===== config.mk =====
export PLATFORM = sky130hd
export DESIGN_NAME = swz_mask_gen
export DESIGN_NICKNAME = d
export VERILOG_FILES = /design/src/rtl/swz_pkg.sv /design/src/rtl/swz_lane_code.sv /design/src/rtl/swz_size_calc.sv /design/src/rtl/swz_map_store.sv /design/src/rtl/swz_mask_gen.sv
export SDC_FILE = /design/constraint.sdc
export NUM_CORES = 1
export LEC_CHECK = 0
export BUFFER_PORTS_ARGS = -buffer_cell sky130_fd_sc_hd__buf_2
export CAP_MARGIN = 15
export CORE_MARGIN = 10
export CORE_UTILIZATION = 30
export CTS_CLUSTER_SIZE = 12
export DETAILED_ROUTE_END_ITERATION = 6
export SYNTH_ARGS = -nofsm -noshare
export SYNTH_HDL_FRONTEND = slang
export SYNTH_SLANG_ARGS = --single-unit

===== constraint.sdc =====
create_clock -name clk -period 5.5 [get_ports clk]
set_input_delay 0.55 -clock clk [delete_from_list [all_inputs] [get_ports clk]]
set_output_delay 0.55 -clock clk [all_outputs]
set_load 0.01 [all_outputs]

===== src/rtl/swz_pkg.sv =====
package swz_pkg;
    typedef enum logic [1:0] {
        ST_IDLE   = 2'd0,
        ST_EXPAND = 2'd1,
        ST_REPORT = 2'd2
    } swz_state_e;

    localparam int SIZE_LSB  = 16;
    localparam int SRCN_LSB  = 20;
    localparam int DSTN_LSB  = 24;
    localparam int SEL_W     = 4;
    localparam int LANE_W    = 8;
    localparam logic [LANE_W-1:0] CONST0_BASE = 8'h10;
    localparam logic [LANE_W-1:0] CONST1_BASE = 8'h14;
    localparam logic [LANE_W-1:0] ZERO_CODE   = 8'h80;
endpackage


===== src/rtl/swz_lane_code.sv =====
module swz_lane_code
    import swz_pkg::*;
(
    input  logic [SEL_W-1:0]  sel,
    input  logic [1:0]        byte_idx,
    input  logic [1:0]        size_m1,
    output logic [LANE_W-1:0] code
);
    logic [LANE_W-1:0] size_w;
    logic [LANE_W-1:0] byte_w;

    always_comb begin
        size_w = LANE_W'(size_m1) + LANE_W'(1);
        byte_w = LANE_W'(byte_idx);
        if (sel < 4'd4) begin
            code = LANE_W'(sel[1:0]) * size_w + byte_w;
        end else if (sel == 4'd4) begin
            code = CONST0_BASE + byte_w;
        end else if (sel == 4'd5) begin
            code = CONST1_BASE + byte_w;
        end else begin
            code = ZERO_CODE;
        end
    end
endmodule


===== src/rtl/swz_size_calc.sv =====
module swz_size_calc
    import swz_pkg::*;
#(
    parameter int PIX_W = 16,
    localparam int CNT_W = PIX_W + 4
) (
    input  logic [1:0]       size_m1,
    input  logic [1:0]       srcn_m1,
    input  logic [1:0]       dstn_m1,
    input  logic [PIX_W-1:0] pix,
    output logic [CNT_W-1:0] src_cnt,
    output logic [CNT_W-1:0] dst_cnt,
    output logic [15:0]      cpp
);
    logic [4:0] src_bpp;
    logic [4:0] dst_bpp;
    logic [4:0] src_bpp_m1;
    logic [4:0] dst_bpp_m1;

    always_comb begin
        src_bpp    = (5'(size_m1) + 5'd1) * (5'(srcn_m1) + 5'd1);
        dst_bpp    = (5'(size_m1) + 5'd1) * (5'(dstn_m1) + 5'd1);
        src_bpp_m1 = src_bpp - 5'd1;
        dst_bpp_m1 = dst_bpp - 5'd1;
        src_cnt    = CNT_W'(src_bpp) * CNT_W'(pix);
        dst_cnt    = CNT_W'(dst_bpp) * CNT_W'(pix);
        cpp        = {3'b000, dst_bpp_m1, 3'b000, src_bpp_m1};
    end
endmodule


===== src/rtl/swz_map_store.sv =====
module swz_map_store
    import swz_pkg::*;
#(
    parameter int DEPTH = 16,
    localparam int AW = $clog2(DEPTH)
) (
    input  logic                    clk,
    input  logic                    rst_n,
    input  logic                    clr,
    input  logic                    we,
    input  logic [AW-1:0]           waddr,
    input  logic [LANE_W-1:0]       wdata,
    output logic [DEPTH*LANE_W-1:0] map_flat
);
    for (genvar k = 0; k < DEPTH; k++) begin : g_entry
        logic [LANE_W-1:0] entry_q;
        always_ff @(posedge clk) begin
            if (!rst_n || clr) begin
                entry_q <= '0;
            end else if (we && (waddr == AW'(k))) begin
                entry_q <= wdata;
            end
        end
        assign map_flat[k*LANE_W +: LANE_W] = entry_q;
    end
endmodule


===== src/rtl/swz_mask_gen.sv =====
module swz_mask_gen
    import swz_pkg::*;
#(
    parameter int PIX_W     = 16,
    parameter int MAP_DEPTH = 16,
    localparam int CNT_W    = PIX_W + 4,
    localparam int MAP_AW   = $clog2(MAP_DEPTH)
) (
    input  logic                        clk,
    input  logic                        rst_n,
    input  logic                        start,
    input  logic                        fmt_en,
    input  logic [31:0]                 fmt_word,
    input  logic [PIX_W-1:0]            pix_count,
    output logic [MAP_DEPTH*LANE_W-1:0] lane_map,
    output logic [CNT_W-1:0]            src_bytes,
    output logic [CNT_W-1:0]            dst_bytes,
    output logic [15:0]                 cpp_code,
    output logic                        src_used,
    output logic                        busy,
    output logic                        done
);
    swz_state_e state_q, state_d;

    logic [31:0]       fmt_q;
    logic [PIX_W-1:0]  pix_q;
    logic [1:0]        comp_q;
    logic [1:0]        byte_q;
    logic [MAP_AW-1:0] idx_q;
    logic              used_acc_q;
    logic [CNT_W-1:0]  src_bytes_q;
    logic [CNT_W-1:0]  dst_bytes_q;
    logic [15:0]       cpp_q;
    logic              src_used_q;

    logic [1:0]        size_m1;
    logic [1:0]        srcn_m1;
    logic [1:0]        dstn_m1;
    logic [SEL_W-1:0]  cur_sel;
    logic              last_byte;
    logic              used_now;
    logic [LANE_W-1:0] cur_code;
    logic              map_clr;
    logic              map_we;
    logic [CNT_W-1:0]  calc_src;
    logic [CNT_W-1:0]  calc_dst;
    logic [15:0]       calc_cpp;

    assign size_m1   = fmt_q[SIZE_LSB +: 2];
    assign srcn_m1   = fmt_q[SRCN_LSB +: 2];
    assign dstn_m1   = fmt_q[DSTN_LSB +: 2];
    assign cur_sel   = fmt_q[comp_q*SEL_W +: SEL_W];
    assign last_byte = (comp_q == dstn_m1) && (byte_q == size_m1);
    assign used_now  = used_acc_q || (cur_sel < 4'd4);
    assign map_clr   = (state_q == ST_IDLE) && start;
    assign map_we    = (state_q == ST_EXPAND);

    swz_lane_code u_code (
        .sel      (cur_sel),
        .byte_idx (byte_q),
        .size_m1  (size_m1),
        .code     (cur_code)
    );

    swz_size_calc #(.PIX_W(PIX_W)) u_size (
        .size_m1 (size_m1),
        .srcn_m1 (srcn_m1),
        .dstn_m1 (dstn_m1),
        .pix     (pix_q),
        .src_cnt (calc_src),
        .dst_cnt (calc_dst),
        .cpp     (calc_cpp)
    );

    swz_map_store #(.DEPTH(MAP_DEPTH)) u_map (
        .clk      (clk),
        .rst_n    (rst_n),
        .clr      (map_clr),
        .we       (map_we),
        .waddr    (idx_q),
        .wdata    (cur_code),
        .map_flat (lane_map)
    );

    // State register
    always_ff @(posedge clk) begin
        if (!rst_n) begin
            state_q <= ST_IDLE;
        end else begin
            state_q <= state_d;
        end
    end

    // Next-state logic
    always_comb begin
        state_d = state_q;
        unique case (state_q)
            ST_IDLE:   if (start) state_d = fmt_en ? ST_EXPAND : ST_REPORT;
            ST_EXPAND: if (last_byte) state_d = ST_REPORT;
            ST_REPORT: state_d = ST_IDLE;
            default:   state_d = ST_IDLE;
        endcase
    end

    // State-decoded outputs
    always_comb begin
        busy = 1'b0;
        done = 1'b0;
        unique case (state_q)
            ST_EXPAND: busy = 1'b1;
            ST_REPORT: done = 1'b1;
            default: ;
        endcase
    end

    // Datapath registers
    always_ff @(posedge clk) begin
        if (!rst_n) begin
            fmt_q       <= '0;
            pix_q       <= '0;
            comp_q      <= '0;
            byte_q      <= '0;
            idx_q       <= '0;
            used_acc_q  <= 1'b0;
            src_bytes_q <= '0;
            dst_bytes_q <= '0;
            cpp_q       <= '0;
            src_used_q  <= 1'b0;
        end else begin
            unique case (state_q)
                ST_IDLE: begin
                    if (start) begin
                        fmt_q      <= fmt_word;
                        pix_q      <= pix_count;
                        comp_q     <= '0;
                        byte_q     <= '0;
                        idx_q      <= '0;
                        used_acc_q <= 1'b0;
                        if (!fmt_en) begin
                            src_bytes_q <= CNT_W'(pix_count);
                            dst_bytes_q <= CNT_W'(pix_count);
                            cpp_q       <= '0;
                            src_used_q  <= 1'b1;
                        end
                    end
                end
                ST_EXPAND: begin
                    idx_q <= idx_q + MAP_AW'(1);
                    if (byte_q == 2'd0) begin
                        used_acc_q <= used_now;
                    end
                    if (byte_q == size_m1) begin
                        byte_q <= '0;
                        comp_q <= comp_q + 2'd1;
                    end else begin
                        byte_q <= byte_q + 2'd1;
                    end
                    if (last_byte) begin
                        src_bytes_q <= used_now ? calc_src : '0;
                        dst_bytes_q <= calc_dst;
                        cpp_q       <= calc_cpp;
                        src_used_q  <= used_now;
                    end
                end
                default: ;
            endcase
        end
    end

    assign src_bytes = src_bytes_q;
    assign dst_bytes = dst_bytes_q;
    assign cpp_code  = cpp_q;
    assign src_used  = src_used_q;


    done_pulse_chk: assert property (@(posedge clk) disable iff (!rst_n)
        done |=> !done);


    busy_done_excl_chk: assert property (@(posedge clk) disable iff (!rst_n)
        !(busy && done));


    src_gate_chk: assert property (@(posedge clk) disable iff (!rst_n)
        (done && !src_used) |-> (src_bytes == '0));


    plain_result_chk: assert property (@(posedge clk) disable iff (!rst_n)
        (done && $past(state_q) == ST_IDLE) |-> (cpp_code == 16'd0 && src_bytes == dst_bytes && src_used));


    fmt_hold_chk: assert property (@(posedge clk) disable iff (!rst_n)
        (state_q == ST_EXPAND && $past(state_q) == ST_EXPAND) |-> $stable(fmt_q));


    idx_bound_chk: assert property (@(posedge clk) disable iff (!rst_n)
        (state_q == ST_EXPAND) |-> (5'(idx_q) < (5'(size_m1) + 5'd1) * (5'(dstn_m1) + 5'd1)));
endmodule


==> reports/results.ini <==
[clocking]
clockRootBuffer = clkbuf_16
ctsHoldBuffers = 0
clkSinkCount = 196
htree_levels = 4
cts_buffer_depth = 2
cts_buffers = 17
clk-insertion-delay-late_ps = 470
tritoncts = done
path_clk_slew_ps = 90

[synth]
syn_avg_cell_area_um2 = 8.53
synth_cell_type_count = 63
synth_compound_area_share_pct = 15.1
ys_ff_latch = 196
synth_warnings = 0
synth_top_family_by_area = adder cells
synth_fa_ha_area_share_pct = 20.6
synth_area_um2 = 13200
synth-simple-area-share_pct = 19.1
ys.flop_type = dfxtp_1
synth_xor_area_share_pct = 3.44
synth_edf_count = 0
muxShareOfSynthArea_pct = 3.19
synthArstFlopShare_pct = 0
yosysSeqAreaShare_pct = 29.7
netlist_instances = 1550

[sta]
whs_ps = 317
setup_tns_ps = -1200
setup_violations = 16
tightest_slew_ps = 1210
rsz0062_at_grt = yes
period_share_pct = 103
hold_viol_final = 0
min_period_ps = 5680
slew_headroom_pct = 19.6
slew_viol_final = 0
clock_skew_ps = 14.8
fmax_mhz = 176
setup_ws_ps = -185

[detailed_routing]
wl_per_cell_um = 17.5
dr.pass1.iters = 5
vias = 11430
ant_nets = 0
viasPerCell = 4.75
drc_errors = 0
routed_wl_um = 42200
drt-initial-drc-count = 867

[pwr]
p_leak_nw = 7.73
ir_drop_mv = 0.248
power_density_nw_per_um2 = 212

[grt]
grt-ovfl-total = 0
grt_usage_pct = 15.9
top_usage_layer = met2
antenna_found_initial = 0
grt_use_met1_pct = 20.0
use_met2_pct = 27.3
grt_pass1_wl_um = 67000
grt_max_degree = 97
grt_pass1_vias = 11761
grt_util_met3_pct = 3.40

[cells_and_area]
area.sequential_um2 = 3930
nets = 2024
drive_gt1_share_pct = 31.4
nFillCells = 4378
antenna_cells = 0
synthToLayoutAreaGrowth_pct = 29.4
multi_input_area_um2 = 9220

[setup_path]
r2r-start = fmt_q[20]
cp-end-kind = flip-flop
start_kind = flip-flop
worst_r2r_path_depth = 24
worstPathArrival_ps = 6050
critPathRequiredTime_ps = 5860
path_class = flip-flop to flip-flop
rrSetupSlack_ps = -180
r2r_end = src_bytes[16]
crit_path_max_fanout = 5

[worst_hold_path]
min_to = fmt_q[14]
hp-class = input pin to flip-flop
hold_start = fmt_word[14]
hold_depth = 3

[floorplanning]
num_io_pins = 239
die_w_um = 230
core_area_um2 = 43400
rows = 76
initial_core_util_pct = 30.5
die_area_um2 = 52900
die_h_um = 230

[status]
status = complete, but fails checks
violations = negative setup slack

[placed_design]
gp_congestion = 0.885
dp_hpwl_um = 31500
io_buffers = 190

[run]
drv_cap = 0

-- synth_stat cells, types with 2 or more instances --
| cell | count | area (µm²) |
|---|---|---|
| nand2_1 | 197 | 739 |
| dfxtp_1 | 196 | 3920 |
| nor2_1 | 159 | 597 |
| inv_1 | 138 | 518 |
| and2_1 | 118 | 738 |
| a21oi_1 | 92 | 460 |
| fa_1 | 88 | 1760 |
| ha_1 | 77 | 963 |
| clkbuf_1 | 72 | 270 |
| a211oi_1 | 44 | 330 |
| buf_4 | 41 | 308 |
| mux2i_1 | 32 | 320 |
| o21ai_0 | 31 | 155 |
| a211oi_2 | 29 | 363 |
| xnor2_1 | 28 | 245 |
| xor2_1 | 24 | 210 |
| o21ai_1 | 17 | 85.1 |
| a31oi_1 | 15 | 93.8 |
| nand2b_1 | 13 | 81.3 |
| a21o_1 | 12 | 90.1 |
| a22oi_1 | 11 | 82.6 |
| nor2b_1 | 11 | 68.8 |
| nand3_1 | 10 | 50.1 |
| buf_2 | 9 | 45.0 |
| nor3_1 | 8 | 40.0 |
| and3_1 | 6 | 37.5 |
| o21a_1 | 6 | 45.0 |
| nand4_1 | 5 | 31.3 |
| a221oi_1 | 4 | 35.0 |
| mux4_2 | 4 | 90.1 |
| nor3_2 | 4 | 40.0 |
| inv_2 | 3 | 11.3 |
| o211ai_1 | 3 | 22.5 |
| o21bai_1 | 3 | 22.5 |
| o22ai_1 | 3 | 18.8 |
| a21oi_2 | 2 | 17.5 |
| a22oi_2 | 2 | 25.0 |
| a2bb2oi_1 | 2 | 17.5 |
| a41oi_1 | 2 | 17.5 |
| and4_1 | 2 | 17.5 |
| buf_6 | 2 | 22.5 |
| nor2_2 | 2 | 12.5 |
| o31ai_1 | 2 | 15.0 |
| or3_1 | 2 | 12.5 |
-- stage by stage --
stage,instance area [µm²],power [mW],utilization [%],worst slack (ps),cells
global placement,15500,2.27,35.8,-488,2350
CTS,16900,3.65,39.0,-189,2403
finish,17100,3.63,39.5,-185,2405
floorplan,13600,2.02,-,-119,1587
global route,17100,3.82,39.5,-446,2405
detailed placement,15500,2.28,35.8,-535,2350
-- how the worst max path moves through the flow --
stage	startpoint	endpoint	slack, ps	cells after the start
final	fmt_q[20]	src_bytes[16]	-180	24
after global routing	fmt_q[20]	src_bytes[16]	-450	23
after CTS	fmt_q[20]	src_bytes[16]	-190	24
after detailed placement	fmt_q[20]	src_bytes[15]	-530	21
after global placement	fmt_q[20]	src_bytes[17]	-490	23
after floorplan	fmt_q[17]	dst_bytes[14]	-120	23
-- what timing repair did --
| action | CTS | global route |
|---|---|---|
| resized for setup | 141 | 39 |
| pin swaps | 127 | 52 |
| setup buffers | 22 | 5 |
| setup endpoints to repair | 25 | 27 |
-- registers in the layout, indices dropped and copies added, names as in the netlist --
register,cells
u_map.g_entry.entry_q,96
fmt_q,22
dst_bytes,20
src_bytes,20
pix_q,16
cpp_code,10
idx_q,4
byte_q,2
comp_q,2
state_q,2
src_used,1
used_acc_q,1
-- kinds of logic (layout without fill, tap and decap cells) --
family | after synthesis | count (layout)
buffers and inverters | 266 | 499
other | 1 | 38
XOR/XNOR | 52 | 52
flip-flops | 196 | 196
AO/OA/AOI/OAI | 291 | 291
multiplexers | 37 | 37
adder cells (fa/ha/maj) | 165 | 165
AND/OR/NAND/NOR | 542 | 542
-- worst max-delay path: stages (launching register included) --
cell,delay (ps)
dfxtp_4,360
ha_4,270
nand2_2,50
fa_1,490
inv_1,50
ha_2,180
fa_2,380
xor2_4,180
xnor2_4,230
buf_6,140
buf_6,100
and2_4,140
fa_1,420
fa_1,510
inv_2,40
fa_1,550
inv_2,50
ha_4,220
and4_1,230
nand2_1,80
a21oi_2,40
or4b_1,460
a31oi_1,190
xor2_1,160
o21ai_1,70
-- power by group --
| group | internal, mW | switching (mW) |
|---|---|---|
| registers | 1.47 | 0.0577 |
| logic | 0.326 | 0.492 |
| clock network | 0.616 | 0.675 |
| total | 2.41 | 1.22 |
-- area by class of cell --
type | count | share of cell area (%)
clock buffer | 17 | 2.48
clock inverter | 15 | 1.09
tap | 585 | 4.27
inverter | 141 | 3.09
sequential | 196 | 23.0
timing repair buffer | 326 | 12.3
multi-input combinational | 1125 | 53.8
-- cells in the final DEF (no fill, tap or decap), types with 9 or more instances in the layout --
| cell | netlist | routed |
|---|---|---|
| xnor2_1 | 28 | 21 |
| xor2_1 | 24 | 20 |
| a21oi_2 | 2 | 14 |
| a21o_1 | 12 | 11 |
| o21ai_1 | 17 | 16 |
| o21ai_0 | 31 | 25 |
| nand2b_1 | 13 | 9 |
| a31oi_1 | 15 | 10 |
| and2_1 | 118 | 100 |
| a211oi_1 | 44 | 39 |
| mux2i_1 | 32 | 32 |
| a22oi_1 | 11 | 11 |
| buf_6 | 2 | 25 |
| a21oi_1 | 92 | 75 |
| nor2b_1 | 11 | 10 |
| nand2_1 | 197 | 185 |
| ha_1 | 77 | 48 |
| conb_1 | 1 | 38 |
| inv_1 | 138 | 114 |
| inv_2 | 3 | 27 |
| and2_4 | 0 | 18 |
| buf_2 | 9 | 190 |
| clkbuf_16 | 0 | 17 |
| dfxtp_1 | 196 | 191 |
| ha_4 | 0 | 27 |
| a211oi_2 | 29 | 33 |
| nor2_1 | 159 | 155 |
| buf_4 | 41 | 109 |
| fa_1 | 88 | 85 |
-- per-layer routing --
layer  share of wire [%]  vias to the layer above
met5                   0                        -
met2                  49                      306
li1                    -                     5515
met3                 5.5                       40
met1                  44                     5569
met4                 1.7                        0
(Power assumes the default switching activity.)
